### src/rtl/nor_id_pkg.sv
package nor_id_pkg;
  typedef enum logic [2:0] {
    ST_IDLE, ST_UNLOCK1, ST_UNLOCK2, ST_AUTOSEL, ST_RD_MFR, ST_RD_DEV, ST_EXIT
  } step_e;

  typedef struct packed {
    logic       we;
    logic [11:0] offset;
    logic [7:0]  data;
  } cmd_t;

  localparam logic [7:0] CMD_AUTOSEL = 8'h90;
endpackage

### src/rtl/nor_id_step_rom.sv
module nor_id_step_rom
  import nor_id_pkg::*;
(
  input  step_e step_i,
  output cmd_t  cmd_o
);
  always_comb begin
    unique case (step_i)
      ST_UNLOCK1: cmd_o = '{we: 1'b1, offset: 12'h555, data: 8'hAA};
      ST_UNLOCK2: cmd_o = '{we: 1'b1, offset: 12'h2AA, data: 8'h55};
      ST_AUTOSEL: cmd_o = '{we: 1'b1, offset: 12'h555, data: CMD_AUTOSEL};
      ST_RD_MFR:  cmd_o = '{we: 1'b0, offset: 12'h000, data: 8'h00};
      ST_RD_DEV:  cmd_o = '{we: 1'b0, offset: 12'h001, data: 8'h00};
      ST_EXIT:    cmd_o = '{we: 1'b1, offset: 12'h000, data: 8'hF0};
      default:    cmd_o = '{we: 1'b0, offset: 12'h000, data: 8'h00};
    endcase
  end
endmodule

### src/rtl/nor_id_addr_map.sv
module nor_id_addr_map #(
  parameter int HOST_AW  = 32,
  parameter int FLASH_AW = 24
) (
  input  logic [HOST_AW-1:0]  host_base_i,
  output logic [FLASH_AW-1:0] word_base_o
);
  // byte address to word address, upper host bits dropped
  assign word_base_o = host_base_i[FLASH_AW:1];

  logic unused_bits;
  assign unused_bits = ^{host_base_i[HOST_AW-1:FLASH_AW+1], host_base_i[0]};
endmodule

### src/rtl/nor_id_capture.sv
module nor_id_capture
  import nor_id_pkg::*;
#(
  parameter int FLASH_DW = 16,
  parameter int RD_W     = 32
) (
  input  logic                clk_i,
  input  logic                rst_ni,
  input  logic                clr_i,
  input  logic                cap_mfr_i,
  input  logic                cap_dev_i,
  input  logic [RD_W-1:0]     rdata_i,
  output logic [FLASH_DW-1:0] mfr_o,
  output logic [FLASH_DW-1:0] dev_o,
  output logic                err_o
);
  localparam int LANES = RD_W / FLASH_DW;

  logic [LANES-1:0] lane_hit;
  for (genvar g = 0; g < LANES; g++) begin : g_lane
    assign lane_hit[g] = rdata_i[g*FLASH_DW +: FLASH_DW] == FLASH_DW'(CMD_AUTOSEL);
  end

  logic echo_seen;
  assign echo_seen = (cap_mfr_i | cap_dev_i) & (&lane_hit);

  always_ff @(posedge clk_i or negedge rst_ni) begin
    if (!rst_ni) begin
      mfr_o <= '0;
      dev_o <= '0;
      err_o <= 1'b0;
    end else begin
      if (cap_mfr_i) mfr_o <= rdata_i[FLASH_DW-1:0];
      if (cap_dev_i) dev_o <= rdata_i[FLASH_DW-1:0];
      if (clr_i) err_o <= 1'b0;
      else if (echo_seen) err_o <= 1'b1;
    end
  end


  err_src_chk: assert property (@(posedge clk_i) disable iff (!rst_ni)
    $rose(err_o) |-> $past(cap_mfr_i || cap_dev_i));
endmodule

### src/rtl/nor_id_seq.sv
module nor_id_seq
  import nor_id_pkg::*;
#(
  parameter int HOST_AW  = 32,
  parameter int FLASH_AW = 24,
  parameter int FLASH_DW = 16,
  parameter int RD_W     = 32
) (
  input  logic                clk_i,
  input  logic                rst_ni,
  input  logic                start_i,
  input  logic [HOST_AW-1:0]  base_addr_i,
  output logic                busy_o,
  output logic                done_o,
  output logic                id_valid_o,
  output logic                err_o,
  output logic [FLASH_DW-1:0] mfr_id_o,
  output logic [FLASH_DW-1:0] dev_id_o,
  output logic                req_o,
  output logic                req_we_o,
  output logic [FLASH_AW-1:0] req_addr_o,
  output logic [FLASH_DW-1:0] req_wdata_o,
  input  logic                ack_i,
  input  logic [RD_W-1:0]     rdata_i
);
  step_e               state_q;
  logic [FLASH_AW-1:0] base_q, base_w;
  logic                done_q, valid_q;
  cmd_t                cmd;
  logic                accept;

  nor_id_addr_map #(.HOST_AW(HOST_AW), .FLASH_AW(FLASH_AW)) u_map (
    .host_base_i (base_addr_i),
    .word_base_o (base_w)
  );

  nor_id_step_rom u_rom (
    .step_i (state_q),
    .cmd_o  (cmd)
  );

  assign accept = start_i && (state_q == ST_IDLE);

  always_ff @(posedge clk_i or negedge rst_ni) begin
    if (!rst_ni) begin
      state_q <= ST_IDLE;
      base_q  <= '0;
      done_q  <= 1'b0;
      valid_q <= 1'b0;
    end else begin
      done_q <= 1'b0;
      if (accept) begin
        state_q <= ST_UNLOCK1;
        base_q  <= base_w;
        valid_q <= 1'b0;
      end else if (state_q != ST_IDLE && ack_i) begin
        if (state_q == ST_EXIT) begin
          state_q <= ST_IDLE;
          done_q  <= 1'b1;
          valid_q <= 1'b1;
        end else begin
          state_q <= step_e'(state_q + 3'd1);
        end
      end
    end
  end

  nor_id_capture #(.FLASH_DW(FLASH_DW), .RD_W(RD_W)) u_cap (
    .clk_i     (clk_i),
    .rst_ni    (rst_ni),
    .clr_i     (accept),
    .cap_mfr_i (state_q == ST_RD_MFR && ack_i),
    .cap_dev_i (state_q == ST_RD_DEV && ack_i),
    .rdata_i   (rdata_i),
    .mfr_o     (mfr_id_o),
    .dev_o     (dev_id_o),
    .err_o     (err_o)
  );

  assign req_o       = state_q != ST_IDLE;
  assign busy_o      = req_o;
  assign req_we_o    = cmd.we;
  assign req_addr_o  = base_q + FLASH_AW'(cmd.offset);
  assign req_wdata_o = FLASH_DW'(cmd.data);
  assign done_o      = done_q;
  assign id_valid_o  = valid_q;


  req_hold_chk: assert property (@(posedge clk_i) disable iff (!rst_ni)
    req_o && !ack_i |=> req_o && $stable(req_addr_o) && $stable(req_wdata_o)
                        && $stable(req_we_o));

  done_pulse_chk: assert property (@(posedge clk_i) disable iff (!rst_ni)
    done_o |=> !done_o);

  done_state_chk: assert property (@(posedge clk_i) disable iff (!rst_ni)
    done_o |-> !busy_o && id_valid_o);

  start_ignored_chk: assert property (@(posedge clk_i) disable iff (!rst_ni)
    busy_o && start_i && !ack_i |=> busy_o && $stable(req_addr_o));
endmodule

### config.mk
export PLATFORM = sky130hd
export DESIGN_NAME = nor_id_seq
export DESIGN_NICKNAME = d
export VERILOG_FILES = /design/src/rtl/nor_id_pkg.sv /design/src/rtl/nor_id_step_rom.sv /design/src/rtl/nor_id_addr_map.sv /design/src/rtl/nor_id_capture.sv /design/src/rtl/nor_id_seq.sv
export SDC_FILE = /design/constraint.sdc
export NUM_CORES = 1
export LEC_CHECK = 0
export CAP_MARGIN = 15
export CORE_UTILIZATION = 48
export DETAILED_ROUTE_END_ITERATION = 6
export PLACE_DENSITY = 0.87
export SYNTH_ARGS = -nofsm -noshare
export SYNTH_HDL_FRONTEND = slang
export SYNTH_SLANG_ARGS = --single-unit
### constraint.sdc
create_clock -name clk_i -period 6.13 [get_ports clk_i]
set_input_delay 1.226 -clock clk_i [delete_from_list [all_inputs] [get_ports clk_i]]
set_output_delay 1.226 -clock clk_i [all_outputs]
set_load 0.03 [all_outputs]
Yosys cells after proc, flatten, opt, wreduce, memory -nomap -nowiden
Cells that the tools add are included.
{"block": "op_classes", "n_addsub": 2, "n_mul": 0, "div": 0, "n_lt_le_gt_ge": 0, "n_eq_ne": 8, "shifts": 0, "n_mux": 12, "bitwise": 2, "reduce_logical": 11}
{"operator": "$pmux 21 s5", "n": 1}
{"operator": "$eq 16x8->1 const B", "n": 2}
{"operator": "$add 24x12->24", "n": 1}
{"operator": "$eq 3x3->1 const B", "n": 3}
{"operator": "$mux 3", "n": 3}
{"operator": "$mux 1", "n": 8}
{"operator": "$eq 3x2->1 const B", "n": 2}
{"operator": "$reduce_bool 2->1", "n": 3}
{"operator": "$logic_and 1x1->1", "n": 4}
{"operator": "$reduce_and 2->1", "n": 2}
{"operator": "$add 3x1->3 const B", "n": 1}
{"operator": "$eq 3x1->1 const B", "n": 1}
{"operator": "$logic_not 3->1", "n": 1}
{"operator": "$reduce_bool 3->1", "n": 1}
{"operator": "$and 1x1->1", "n": 1}
{"operator": "$or 1x1->1", "n": 1}
{"block": "totals", "register_bits": 62, "latch_bits": 0, "mem_bits_rw": 0, "romBits": 0, "in_bits": 68, "elab_cells": 42, "memories": 0}

Depth between registers and ports, before layout
{"block": "depth", "ltp_word": 6, "depth_mapped": 14}

Modules after synthesis
From an unflattened synthesis, not the netlist that was laid out.
{"block": "unflattened", "hier_cells": 318, "hier_area_um2": 3611.0}
{"mod": "nor_id_seq", "instances": 1, "cells_per_inst": 186, "area_each_um2": 1941.9, "seq_area_each_um2": 725.7}
{"mod": "nor_id_capture", "instances": 1, "cells_per_inst": 83, "area_each_um2": 1325.0, "seq_area_each_um2": 825.8}
{"mod": "nor_id_addr_map", "instances": 1, "cells_per_inst": 24, "area_each_um2": 180.2, "seq_area_each_um2": 0.0}
{"mod": "nor_id_step_rom", "instances": 1, "cells_per_inst": 25, "area_each_um2": 163.9, "seq_area_each_um2": 0.0}

Least setup slack after synthesis
Ideal clock, no wire load.
{"block": "synth_timing", "kind": "register to output", "from": "reg state_q[0]", "to": "out req_addr_o[14]", "arrival_time_ns": 3.579, "required_ns": 4.904, "setup_slack_ns": 1.325, "stages_incl_launch_ff": 12, "cell_sequence": "dfrtp_1 > clkbuf_1 > nand2b_1 > nor2_1 > or2_2 > ha_1 > a21o_1 > a21oi_1 > o21bai_2 > nand4b_2 > nand2_1 > o311ai_0"}
{"block": "synth_via", "elab_chain_cells": 3, "word_cells_on_any_way": 7, "cone_classes": "add/sub: 1; eq/ne: 5; mux: 1"}
{"element": "from (decl)", "line_no": "nor_id_seq.sv:26", "rtl": "step_e state_q;"}
{"element": "from (signal assigned)", "line_no": "nor_id_seq.sv:62", "rtl": "state_q <= step_e'(state_q + 3'd1);"}
{"element": "$eq 3x3->1, or another cell as far along", "line_no": "nor_id_step_rom.sv:8", "rtl": "unique case (step_i)"}
{"element": "$pmux 21 s5 (*)", "line_no": "nor_id_step_rom.sv:8"}
{"element": "$add 24x12->24 (*)", "line_no": "nor_id_seq.sv:83", "rtl": "assign req_addr_o = base_q + FLASH_AW'(cmd.offset);"}
{"element": "to (decl)", "line_no": "nor_id_seq.sv:21", "rtl": "output logic [FLASH_AW-1:0] req_addr_o,"}
Every way passes the cells marked *; elsewhere a longest branch is shown, timed or not.

Worst setup path in the final report
{"block": "layout_timing", "from": "reg state_q[1]", "to": "out req_addr_o[23]"}
The elaborated chain is that of the path after synthesis.

==> key figures <==
Place
  • DP Wirelength: 6.98 mm
  • Port bufs: 129
  • Dpl ws: 0.859 ns
  • Placed inst area: 4990 sq um
  • Placer Congestion: 0.819
  • Placed cell count: 570

Pwr
  • Worst vdd ir: 0.379 mV
  • Reg power frac: 22.7%
  • Comb power frac: 67.6%
  • LEAKAGE: 2.12 nW
  • Internal: 1.87 mW
  • Cell Pwr Density: 699 nW/um^2
  • Total design power: 3.62 mW
  • Net Sw Power: 1.76 mW
  • Sw Ratio: 48.5%
  • Clock share of power: 9.7%

Critical path
  • Worst setup path endpoint: req_addr_o[23]
  • CP Launch Point: state_q[1]$_DFFE_PN0P_
  • Worst setup path class: flop to output pin
  • CP required: 4.90 ns
  • Worst setup EP type: output pin
  • RR Endpoint: u_cap.dev_o[14]$_DFFE_PN0P_
  • Worst-path fanout max: 17
  • Startpoint types: flop
  • Reg2reg path depth: 4
  • Worst EP arrival: 4.41 ns
  • FF-to-FF Start: state_q[0]$_DFFE_PN0P_
  • R2R Setup Slk: 3.87 ns

Timing
  • Clock Skews: 0.00801 ns
  • Unrepaired setup endpoints after global routing: no
  • Max Clk Rate: 178 MHz
  • Tightest Pin Transition: 0.803 ns
  • Max-slew headroom: 46.3%
  • Final Slew Violations: 0
  • # setup viols final: 0
  • Setup slack after layout: 0.499 ns
  • Period minus WS final: 5.63 ns
  • Post-route setup TNS: 0 ns
  • Fin crit share: 91.9%
  • Count of final hold-check violations: 0
  • Worst hold slack: 0.508 ns

Floorplan
  • Starting density of the core: 50.3%
  • Core Area: 7370 sq um
  • Io pins: 146
  • Die width: 89.9 um
  • Die span in y: 89.9 um
  • Row count: 31
  • DIE AREA: 8080 sq um

Routing
  • Per-cell routed wire length: 15.9 um
  • Pre-antenna DRT Iters: 4
  • Initial drt markers: 184
  • Remaining DRCs: 0
  • Routed Antenna Nets: 0
  • Routed WL: 9.30 mm
  • Vias per cell: 5.59
  • DR vias: 3268

Layout
  • Final net count: 558
  • Area Overhead vs Synth: 39.7%
  • Most frequent cells in the layout: clkdlybuf4s50_1, dfrtp_1, mux2_2
  • Final core occ: 70.3%
  • Leading cell type in the layout, fill and taps excluded: clkdlybuf4s50_1
  • # fillers: 560
  • Footprint of the multi-input gates: 1970 sq um
  • Finished Cell Area: 5180 sq um
  • Non-Filler Instances: 585
  • Register Area: 1550 sq um
  • Layout cells sized above 1: 17.3%
  • N_diodes: 0

Yosys
  • Gate Count Post-Synth: 364
  • Mean Syn Cell Area: 10.2 sq um
  • Predominant post-synthesis flop cell: dfrtp_1
  • Cell area after synthesis: 3710 sq um
  • Asr flop ratio synth: 100%
  • Post-synth EDFFs: 0
  • Post-synthesis sequential area ratio: 41.8%
  • #FFs+latches synth: 62
  • Distinct cells, synth: 61
  • Yosys warnings: 0

Clocking
  • H-tree depth: 3
  • Clk_lat worst skew: 0.34 ns
  • Clk slew on worst S/H paths: 0.06 ns
  • Hold-fix buffers at CTS: 0
  • Clock Sink Count: 62
  • Num CTS Buffers: 9
  • Post-CTS resize count: 0
  • Clk root buf: clkbuf_8
  • CTS tree: built
  • Postcts setup bufs: 0
  • Bufs on Longest Clock Path: 2

Hold path
  • Hold Crit Start: u_cap.dev_o[13]$_DFFE_PN0P_
  • Worst Hold Class: flop to flop

Outcome
  • Status: complete, no violations

Global routing
  • Global-route wire length before repair: 15.9 mm
  • All-Layer GR Usage: 24.6%
  • Vias in the first global route: 3313
  • Initial antenna violation count: 0
  • Largest net degree at the start of global routing: 63
  • Grt total ovfl: 0

Run
  • Max_cap viols: 0
[layout make-up]
type	count	share of cell area, %
repair buffers	132	25.3
flip-flops and latches	62	29.9
multi-input cells	267	38.0
well taps	99	2.39
clock buffers	11	2.73
inverters	10	0.773
clock inverters	4	0.917
[worst max-delay path, cell delays in order, from the launching register on]
cell,delay [ns]
dfrtp_1,0.57
and2_1,0.26
ha_1,0.22
or2_2,0.37
ha_1,0.37
and3_1,0.21
o311a_1,0.31
a311o_1,0.44
o31a_1,0.33
o211ai_2,0.18
xnor2_1,0.13
clkdlybuf4s50_1,0.68
[worst min-delay path by stage]
stage / end / slack [ns] / depth (start not counted)
2_1_floorplan: base_q[0]$_DFFE_PN0P_ / 0.49 / 1
4_1_cts: u_cap.dev_o[13]$_DFFE_PN0P_ / 0.51 / 1
3_5_place_dp: u_cap.dev_o[13]$_DFFE_PN0P_ / 0.49 / 1
3_3_place_gp: u_cap.dev_o[13]$_DFFE_PN0P_ / 0.49 / 1
5_1_grt: u_cap.mfr_o[15]$_DFFE_PN0P_ / 0.53 / 1
6_report: u_cap.dev_o[13]$_DFFE_PN0P_ / 0.51 / 1
[sequential cells by signal, summed over array words and instances, names as in the netlist]
signal / count
u_cap.mfr_o: 16
u_cap.err_o: 1
state_q: 3
u_cap.dev_o: 16
id_valid_o: 1
done_o: 1
base_q: 24
[power by group through the flow]
stage,registers (mW),clock network [mW],logic (mW)
floorplan,0.947,0,1.46
global placement,0.809,0,2.40
detailed placement,0.826,0,2.44
CTS,0.822,0.359,2.46
global route,0.859,0.380,2.61
finish,0.823,0.351,2.45
[Yosys cell counts, types with 7 or more instances]
cell / number / area [sq um]
a21oi_1: 15 / 75.1
ha_1: 8 / 100
dfrtp_1: 62 / 1550
nor2_1: 27 / 101
nand4_1: 9 / 56.3
nor4_1: 7 / 43.8
nand2_1: 20 / 75.1
nand3_1: 10 / 50.1
o21ai_0: 14 / 70.1
xnor2_1: 14 / 123
clkbuf_1: 16 / 60.1
mux2_2: 52 / 586
nor3_1: 9 / 45.0
buf_4: 11 / 82.6
inv_1: 9 / 33.8
[logic make-up after synthesis]
logic type	after synthesis	share of synthesized area [%]
simple gates	111	15.8
compound gates	65	12.2
flops	62	41.8
mux	54	16.3
buf+inv	42	6.07
xor+xnor	20	4.72
fa+ha+maj	9	2.97
other cells	1	0.101
[layer usage]
layer	global-route usage, %	vias to the layer above	routed length, um
met3	10.7	20	892
met2	40.1	140	4540
met1	28.5	1573	3640
li1	-	1535	-
met4	9.54	0	231
met5	0	-	0
(Power assumes the default switching activity.)
